### src/rtl/irl_pkg.sv
package irl_pkg;

    typedef enum logic {
        TRIG_EDGE  = 1'b0,
        TRIG_LEVEL = 1'b1
    } trig_e;

    typedef struct packed {
        logic req;
        logic prev;
    } line_state_t;

    localparam line_state_t LINE_IDLE = '{req: 1'b0, prev: 1'b0};

    // Next state of one request line for one sample.
    function automatic line_state_t line_next(
        input line_state_t cur,
        input logic        level,
        input trig_e       mode,
        input logic        ack
    );
        line_state_t nxt;
        logic        rise;
        nxt  = cur;
        rise = level & ~cur.prev;
        if (mode == TRIG_LEVEL) begin
            nxt.req  = level;
            nxt.prev = level;
        end else begin
            nxt.prev = level;
            if (rise)
                nxt.req = 1'b1;
            else if (ack)
                nxt.req = 1'b0;
        end
        return nxt;
    endfunction

endpackage

### src/rtl/irl_mode_reg.sv
module irl_mode_reg #(
    parameter int                     NUM_LINES  = 8,
    parameter logic [NUM_LINES-1:0]   LEVEL_MASK = '1
) (
    input  logic                 clk,
    input  logic                 rst,
    input  logic                 wr_en,
    input  logic [NUM_LINES-1:0] wr_data,
    output logic [NUM_LINES-1:0] mode_q
);

    always_ff @(posedge clk) begin
        if (rst)
            mode_q <= '0;
        else if (wr_en)
            mode_q <= wr_data & LEVEL_MASK;
    end

endmodule

### src/rtl/irl_ack_decode.sv
module irl_ack_decode #(
    parameter int NUM_LINES = 8,
    localparam int IDX_W    = $clog2(NUM_LINES)
) (
    input  logic                 ack_valid,
    input  logic [IDX_W-1:0]     ack_idx,
    output logic [NUM_LINES-1:0] ack_hit
);

    for (genvar g = 0; g < NUM_LINES; g++) begin : g_dec
        assign ack_hit[g] = ack_valid && (ack_idx == IDX_W'(g));
    end

endmodule

### src/rtl/irl_line_cell.sv
module irl_line_cell
    import irl_pkg::*;
(
    input  logic clk,
    input  logic rst,
    input  logic init_clr,
    input  logic level_in,
    input  logic mode_bit,
    input  logic ack_hit,
    output logic req_out
);

    line_state_t st_q;
    line_state_t st_d;
    trig_e       mode;

    assign mode = trig_e'(mode_bit);

    always_comb begin
        st_d = line_next(st_q, level_in, mode, ack_hit);
        if (init_clr)
            st_d = LINE_IDLE;
    end

    always_ff @(posedge clk) begin
        if (rst)
            st_q <= LINE_IDLE;
        else
            st_q <= st_d;
    end

    assign req_out = st_q.req;

endmodule

### src/rtl/irq_req_latch.sv
module irq_req_latch #(
    parameter int                   NUM_LINES  = 8,
    parameter logic [NUM_LINES-1:0] LEVEL_MASK = 8'hF8,
    localparam int                  IDX_W      = $clog2(NUM_LINES)
) (
    input  logic                 clk,
    input  logic                 rst,
    input  logic                 init_clr,
    input  logic [NUM_LINES-1:0] line_in,
    input  logic                 mode_wr_en,
    input  logic [NUM_LINES-1:0] mode_wr_data,
    input  logic                 ack_valid,
    input  logic [IDX_W-1:0]     ack_idx,
    output logic [NUM_LINES-1:0] trig_mode,
    output logic [NUM_LINES-1:0] pending
);

    logic [NUM_LINES-1:0] ack_hit;

    irl_mode_reg #(
        .NUM_LINES (NUM_LINES),
        .LEVEL_MASK(LEVEL_MASK)
    ) u_mode (
        .clk    (clk),
        .rst    (rst),
        .wr_en  (mode_wr_en),
        .wr_data(mode_wr_data),
        .mode_q (trig_mode)
    );

    irl_ack_decode #(
        .NUM_LINES(NUM_LINES)
    ) u_ack (
        .ack_valid(ack_valid),
        .ack_idx  (ack_idx),
        .ack_hit  (ack_hit)
    );

    for (genvar g = 0; g < NUM_LINES; g++) begin : g_line
        irl_line_cell u_cell (
            .clk     (clk),
            .rst     (rst),
            .init_clr(init_clr),
            .level_in(line_in[g]),
            .mode_bit(trig_mode[g]),
            .ack_hit (ack_hit[g]),
            .req_out (pending[g])
        );
    end

endmodule

### config.mk
export PLATFORM = sky130hd
export DESIGN_NAME = irq_req_latch
export DESIGN_NICKNAME = d
export VERILOG_FILES = /design/src/rtl/irl_pkg.sv /design/src/rtl/irl_mode_reg.sv /design/src/rtl/irl_ack_decode.sv /design/src/rtl/irl_line_cell.sv /design/src/rtl/irq_req_latch.sv
export SDC_FILE = /design/constraint.sdc
export NUM_CORES = 1
export LEC_CHECK = 0
export BUFFER_PORTS_ARGS = -buffer_cell sky130_fd_sc_hd__buf_4
export CAP_MARGIN = 20
export CORE_MARGIN = 1
export CORE_UTILIZATION = 52
export CTS_BUF_LIST = sky130_fd_sc_hd__clkbuf_4 sky130_fd_sc_hd__clkbuf_8
export DETAILED_ROUTE_END_ITERATION = 6
export GPL_TIMING_DRIVEN = 0
export PLACE_DENSITY = 0.85
export SKIP_CTS_REPAIR_TIMING = 1
export SLEW_MARGIN = 20
export SYNTH_ARGS = -nofsm -noshare
export SYNTH_HDL_FRONTEND = slang
export SYNTH_HIERARCHICAL = 1
export SYNTH_SLANG_ARGS = --single-unit
### constraint.sdc
create_clock -name clk -period 2.36 [get_ports clk]
set_input_delay 0.472 -clock clk [delete_from_list [all_inputs] [get_ports clk]]
set_output_delay 0.472 -clock clk [all_outputs]
set_load 0.05 [all_outputs]
==> results of run 1 <==
-- registers in the layout, summed over array words and instances (netlist names) --
name                   flops
u_mode/mode_q              5
g_line.u_cell/req_out      8
g_line.u_cell/st_q         8
-- cells by family (layout without fill, tap and decap cells) --
logic type / Yosys count / after routing / synth area share
and+or+nand+nor: 45 / 45 / 0.355
DFF: 21 / 21 / 0.446
AOI/OAI and AO/OA: 8 / 8 / 0.106
muxes: 5 / 5 / 0.0531
buffers and inverters: 4 / 40 / 0.0358
other: 1 / 3 / 0.00397
-- synth_stat cells (all sizes together) --
master and instances:
dfxtp 21, nor2 13, a22oi 8, nand2b 8, nor3 8, nor3b 8, mux2i 5, buf 4
and4b 3, and4bb 3, and4 1, conb 1, nor4b 1
-- final timing paths --
kind	slack (ps)	startpoint	cells past startpoint	endpoint
min	400	mode_wr_data[6]	3	u_mode/mode_q[6]
max reg2reg	1550	u_mode/mode_q[5]	3	g_line[5].u_cell/req_out
max	990	u_mode/mode_q[4]	1	trig_mode[4]
min reg2reg	550	g_line[4].u_cell/st_q[0]	3	g_line[4].u_cell/req_out
-- stage by stage --
stage | instance area [µm²] | setup slack [ps] | util
2_1_floorplan | 951 | 1220 | -
3_3_place_gp | 1220 | 1050 | 0.716
3_5_place_dp | 1220 | 1060 | 0.716
4_1_cts | 1250 | 971 | 0.733
5_1_grt | 1250 | 921 | 0.733
6_report | 1250 | 987 | 0.733
-- worst reg2reg max path, cell delays in order, from the launching register on --
cell and delay [ps]:
dfxtp_1 390, nor2_1 80, a22oi_2 190, nor3_2 50
-- routing by layer --
layer  part of all wire  up-vias  track usage  wire length [µm]
met5                  0        -            0                 0
li1                   -      372            -                 -
met3              0.055        2       0.0367               103
met4             0.0065        0       0.0909                12
met2               0.50       25        0.353               935
met1               0.43      336        0.257               808
-- area by class of cell --
cell class	instances	area, µm²
Multi-Input combinational cell	61	497
Fill cell	146	455
Sequential cell	21	420
Timing Repair Buffer	32	240
Buffer	4	33.8
Tap cell	25	31.3
Clock buffer	4	30.0
-- placed cells by master, fill, tap and decap left out --
master	n
buf_6	1
and4bb_2	3
clkbuf_4	4
nor2_1	13
nand2b_1	8
buf_4	35
and4_2	1
dfxtp_1	21
mux2i_1	5
conb_1	3
and4b_2	3
a22oi_2	8
nor4b_2	1
nor3_2	8
nor3b_1	8
-- report_power, final --
group          leakage, nW  total, W  switching, W  internal (W)
sequential           0.173  0.000382     0.0000104      0.000371
combinational        0.341  0.000169     0.0000990     0.0000699
clock               0.0184  0.000181      0.000104     0.0000772
total                0.532  0.000732      0.000214      0.000519
==> results.toml, run 1 <==
[global_route]
grt_max_degree = 22
grt_usage = 0.208
gr-total-overflow = 0
grt_pass1_wl_mm = 3.02
grt_pass1_vias = 704
antenna_found_initial = 0

[worst_setup_path]
slowest_stage = "dfxtp_1"
cp-start-kind = "flip-flop"
worst_ep_required_time_ps = 1890
crit_path_end_kind = "output port"
slowest_delay_ps = 390
critPathMaxFanout = 4
crit_buf_inv = 1
crit_type = "flip-flop to output port"
critPathTopFamily = "flip-flops"
critPathArrivalTime_ps = 900
crit_chain = "buf_4"

[detailed_routing]
vias_per_cell = 5.00
drc_errors = 0
detail-route-antenna-nets = 0
first_iter_violations = 8
wl_per_cell_um = 12.6
dr.pass1.iters = 4
vias = 735
wl_mm = 1.86

[timing]
grt_setup_unrepaired = "no"
finalHoldViolCount = 0
fin_tns_setup_ps = 0
max_clock_freq_ghz = 0.728
finalCritPeriodShare = 0.582
fin_hold_ws_ps = 404
setup_viol = 0
period_minus_slack_ps = 1370
final-max-slew-violation-count = 0
skew_ps = 3.07

[die]
ios = 40
die_h_um = 44.6
die_area_um2 = 1990
row_count = 15
die_x_um = 44.6
core-area_um2 = 1710
start_util = 0.552

[layout]
drive_gt1_frac = 0.525
finalNetCount = 147
antenna_cells = 0
stdcell_count = 147
areaGrowthSynthToFinish_pct = 32.8

[placement]
port_buffers = 32
gp_congestion = 0.688
dp.cells = 143
hpwl_mm = 1.38

[synthesis]
syn_avg_cell_area_um2 = 11.2
syn_inst = 84
yosysWarnings = 6
synth_top_area_cell = "dfxtp_1"
netlist_area_um2 = 943
synthTopCellsByArea = "dfxtp_1, a22oi_2, nor3_2"
yosysTopAreaCellShare = 0.446
synth_cell_type_count = 14
ys_seq_elements = 21
ys_seq_area_frac = 0.446

[cts]
cts_num_sinks = 21
clkLatencyLatePin_ps = 290
numCtsBuffers = 3
h-tree-depth = 1
tritoncts = "done"
max-clock-path-buffers = 2
path_clk_slew_ps = 110
cts-root-buf = "clkbuf_4"

[power]
p_total_w = 0.000732
p_leak_nw = 0.532
irDropWorstVdd_mv = 0.412
power_density_nw_per_um2 = 585

[job]
cap_violations = 0

[outcome]
status = "complete, no violations"

[worst_hold_path]
hold_path_class = "input pin to flip-flop"
Power figures use the tool's default switching activity.
==> run 2: changes to the inputs <==
--- a/config.mk
+++ b/config.mk
@@ -8,11 +8,11 @@
 export BUFFER_PORTS_ARGS = -buffer_cell sky130_fd_sc_hd__buf_4
 export CAP_MARGIN = 20
 export CORE_MARGIN = 1
-export CORE_UTILIZATION = 52
+export CORE_UTILIZATION = 44
 export CTS_BUF_LIST = sky130_fd_sc_hd__clkbuf_4 sky130_fd_sc_hd__clkbuf_8
 export DETAILED_ROUTE_END_ITERATION = 6
 export GPL_TIMING_DRIVEN = 0
-export PLACE_DENSITY = 0.85
+export PLACE_DENSITY = 0.76
 export SKIP_CTS_REPAIR_TIMING = 1
 export SLEW_MARGIN = 20
 export SYNTH_ARGS = -nofsm -noshare
==> constraint.sdc (replaced) <==
create_clock -name clk -period 1.2 [get_ports clk]
set_input_delay 0.24 -clock clk [delete_from_list [all_inputs] [get_ports clk]]
set_output_delay 0.24 -clock clk [all_outputs]
set_load 0.05 [all_outputs]
==> results.toml, run 2 (synthesis results as in run 1) <==
[worst_setup_path]
critPathArrivalTime_ps = 900
r2r_setup_slack_ps = 350
slowest_stage = "dfxtp_1"
crit_type = "flip-flop to output port"
r2r-start = "u_mode/mode_q[4]"
crit_buf_inv = 1
reg2reg_depth = 3
worst_ep_required_time_ps = 960
cp-start-kind = "flip-flop"
critPathTopFamily = "flip-flops"
critPathMaxFanout = 4
r2r-end = "g_line[4].u_cell/req_out"
slowest_delay_ps = 390
crit_path_end_kind = "output port"
crit_chain = "buf_4"

[detailed_routing]
drc_errors = 0
detail-route-antenna-nets = 0
vias_per_cell = 4.95
dr.pass1.iters = 3
vias = 737
wl_mm = 1.79
wl_per_cell_um = 12.0
first_iter_violations = 3

[die]
start_util = 0.476
die_area_um2 = 2330
row_count = 16
die_h_um = 48.3
ios = 40
die_x_um = 48.3
core-area_um2 = 1980

[global_route]
grt_usage = 0.171
grt.busiest_layer = "met2"
grt_max_degree = 22
gr-usage-met2 = 0.277
gr-total-overflow = 0
grt_pass1_vias = 711
use_met3 = 0.0849
met1_usage = 0.206
antenna_found_initial = 0
grt_pass1_wl_mm = 3.08

[worst_hold_path]
hold_end = "u_mode/mode_q[5]"
whs_path_depth = 3
min_from = "mode_wr_data[5]"
hold_path_class = "input pin to flip-flop"

[placement]
dpl_cell_area_um2 = 1220
port_buffers = 32
gp_congestion = 0.674
hpwl_mm = 1.33
pre_cts_ws_ps = 115

[timing]
finalCritPeriodShare = 0.953
grt_setup_unrepaired = "no"
setup_ws_ps = 56.1
fin_tns_setup_ps = 0
max_clock_freq_ghz = 0.874
finalHoldViolCount = 0
period_minus_slack_ps = 1140
skew_ps = 2.60
setup_viol = 0
final-max-slew-violation-count = 0

[layout]
post-route-cell-area_um2 = 1260
layout_common_cells = "buf_4, dfxtp_1, nor2_1"
areaGrowthSynthToFinish_pct = 33.8
antenna_cells = 0
final_common_cell = "buf_4"
fin_util = 0.637
nFillCells = 176
multi_input_area_um2 = 497
finalNetCount = 147
drive_gt1_frac = 0.525
regArea_um2 = 420

[power]
irDropWorstVdd_mv = 0.825
power_density_nw_per_um2 = 1140
p_leak_nw = 0.534
p_total_w = 0.00144

[cts]
max-clock-path-buffers = 2
tritoncts = "done"
clkLatencyLatePin_ps = 300
cts-root-buf = "clkbuf_4"
cts_num_sinks = 21
path_clk_slew_ps = 110
h-tree-depth = 1
numCtsBuffers = 3

[outcome]
status = "complete, no violations"

[job]
cap_violations = 0
## run 2: stage by stage
step | hold slack [ps] | instances
after floorplan | 309 | 86
after global placement | 476 | 145
after detailed placement | 494 | 145
after CTS | 166 | 149
after global routing | 164 | 149
final | 175 | 149
## run 2: layout make-up
| type | instances | area share |
|---|---|---|
| clock buffers | 4 | 0.0238 |
| multi-input cells | 61 | 0.393 |
| flip-flops and latches | 21 | 0.333 |
| plain buffers | 4 | 0.0268 |
| repair buffers | 32 | 0.196 |
| well taps | 27 | 0.0268 |
## run 2: layer usage
| metal | share of wire | up-vias |
|---|---|---|
| met3 | 0.079 | 0 |
| met2 | 0.48 | 27 |
| met1 | 0.45 | 336 |
| met5 | 0 | - |
| met4 | 0 | 0 |
| li1 | - | 374 |
## run 2: worst max path at each step
| stage | slack, ps | depth (start not counted) | from | end |
|---|---|---|---|---|
| finish | 60 | 1 | u_mode/mode_q[6] | trig_mode[6] |
| global route | 5 | 1 | u_mode/mode_q[5] | trig_mode[5] |
| CTS | 30 | 1 | u_mode/mode_q[4] | trig_mode[4] |
| global placement | 120 | 5 | ack_idx[1] | g_line[0].u_cell/req_out |
| floorplan | 90 | 3 | u_mode/mode_q[3] | g_line[3].u_cell/req_out |
| detailed placement | 120 | 5 | ack_idx[1] | g_line[0].u_cell/req_out |
## run 2: tightest hold or removal path: stages
cell	delay (ps)
buf_4	80
mux2i_1	50
nor2_1	70
## run 2: report_power, final
part           total (W)  internal (W)  leakage [nW]  switching [W]
clock           0.000356      0.000152        0.0184       0.000204
combinational   0.000332      0.000140         0.343       0.000193
sequential      0.000752      0.000730         0.173      0.0000212
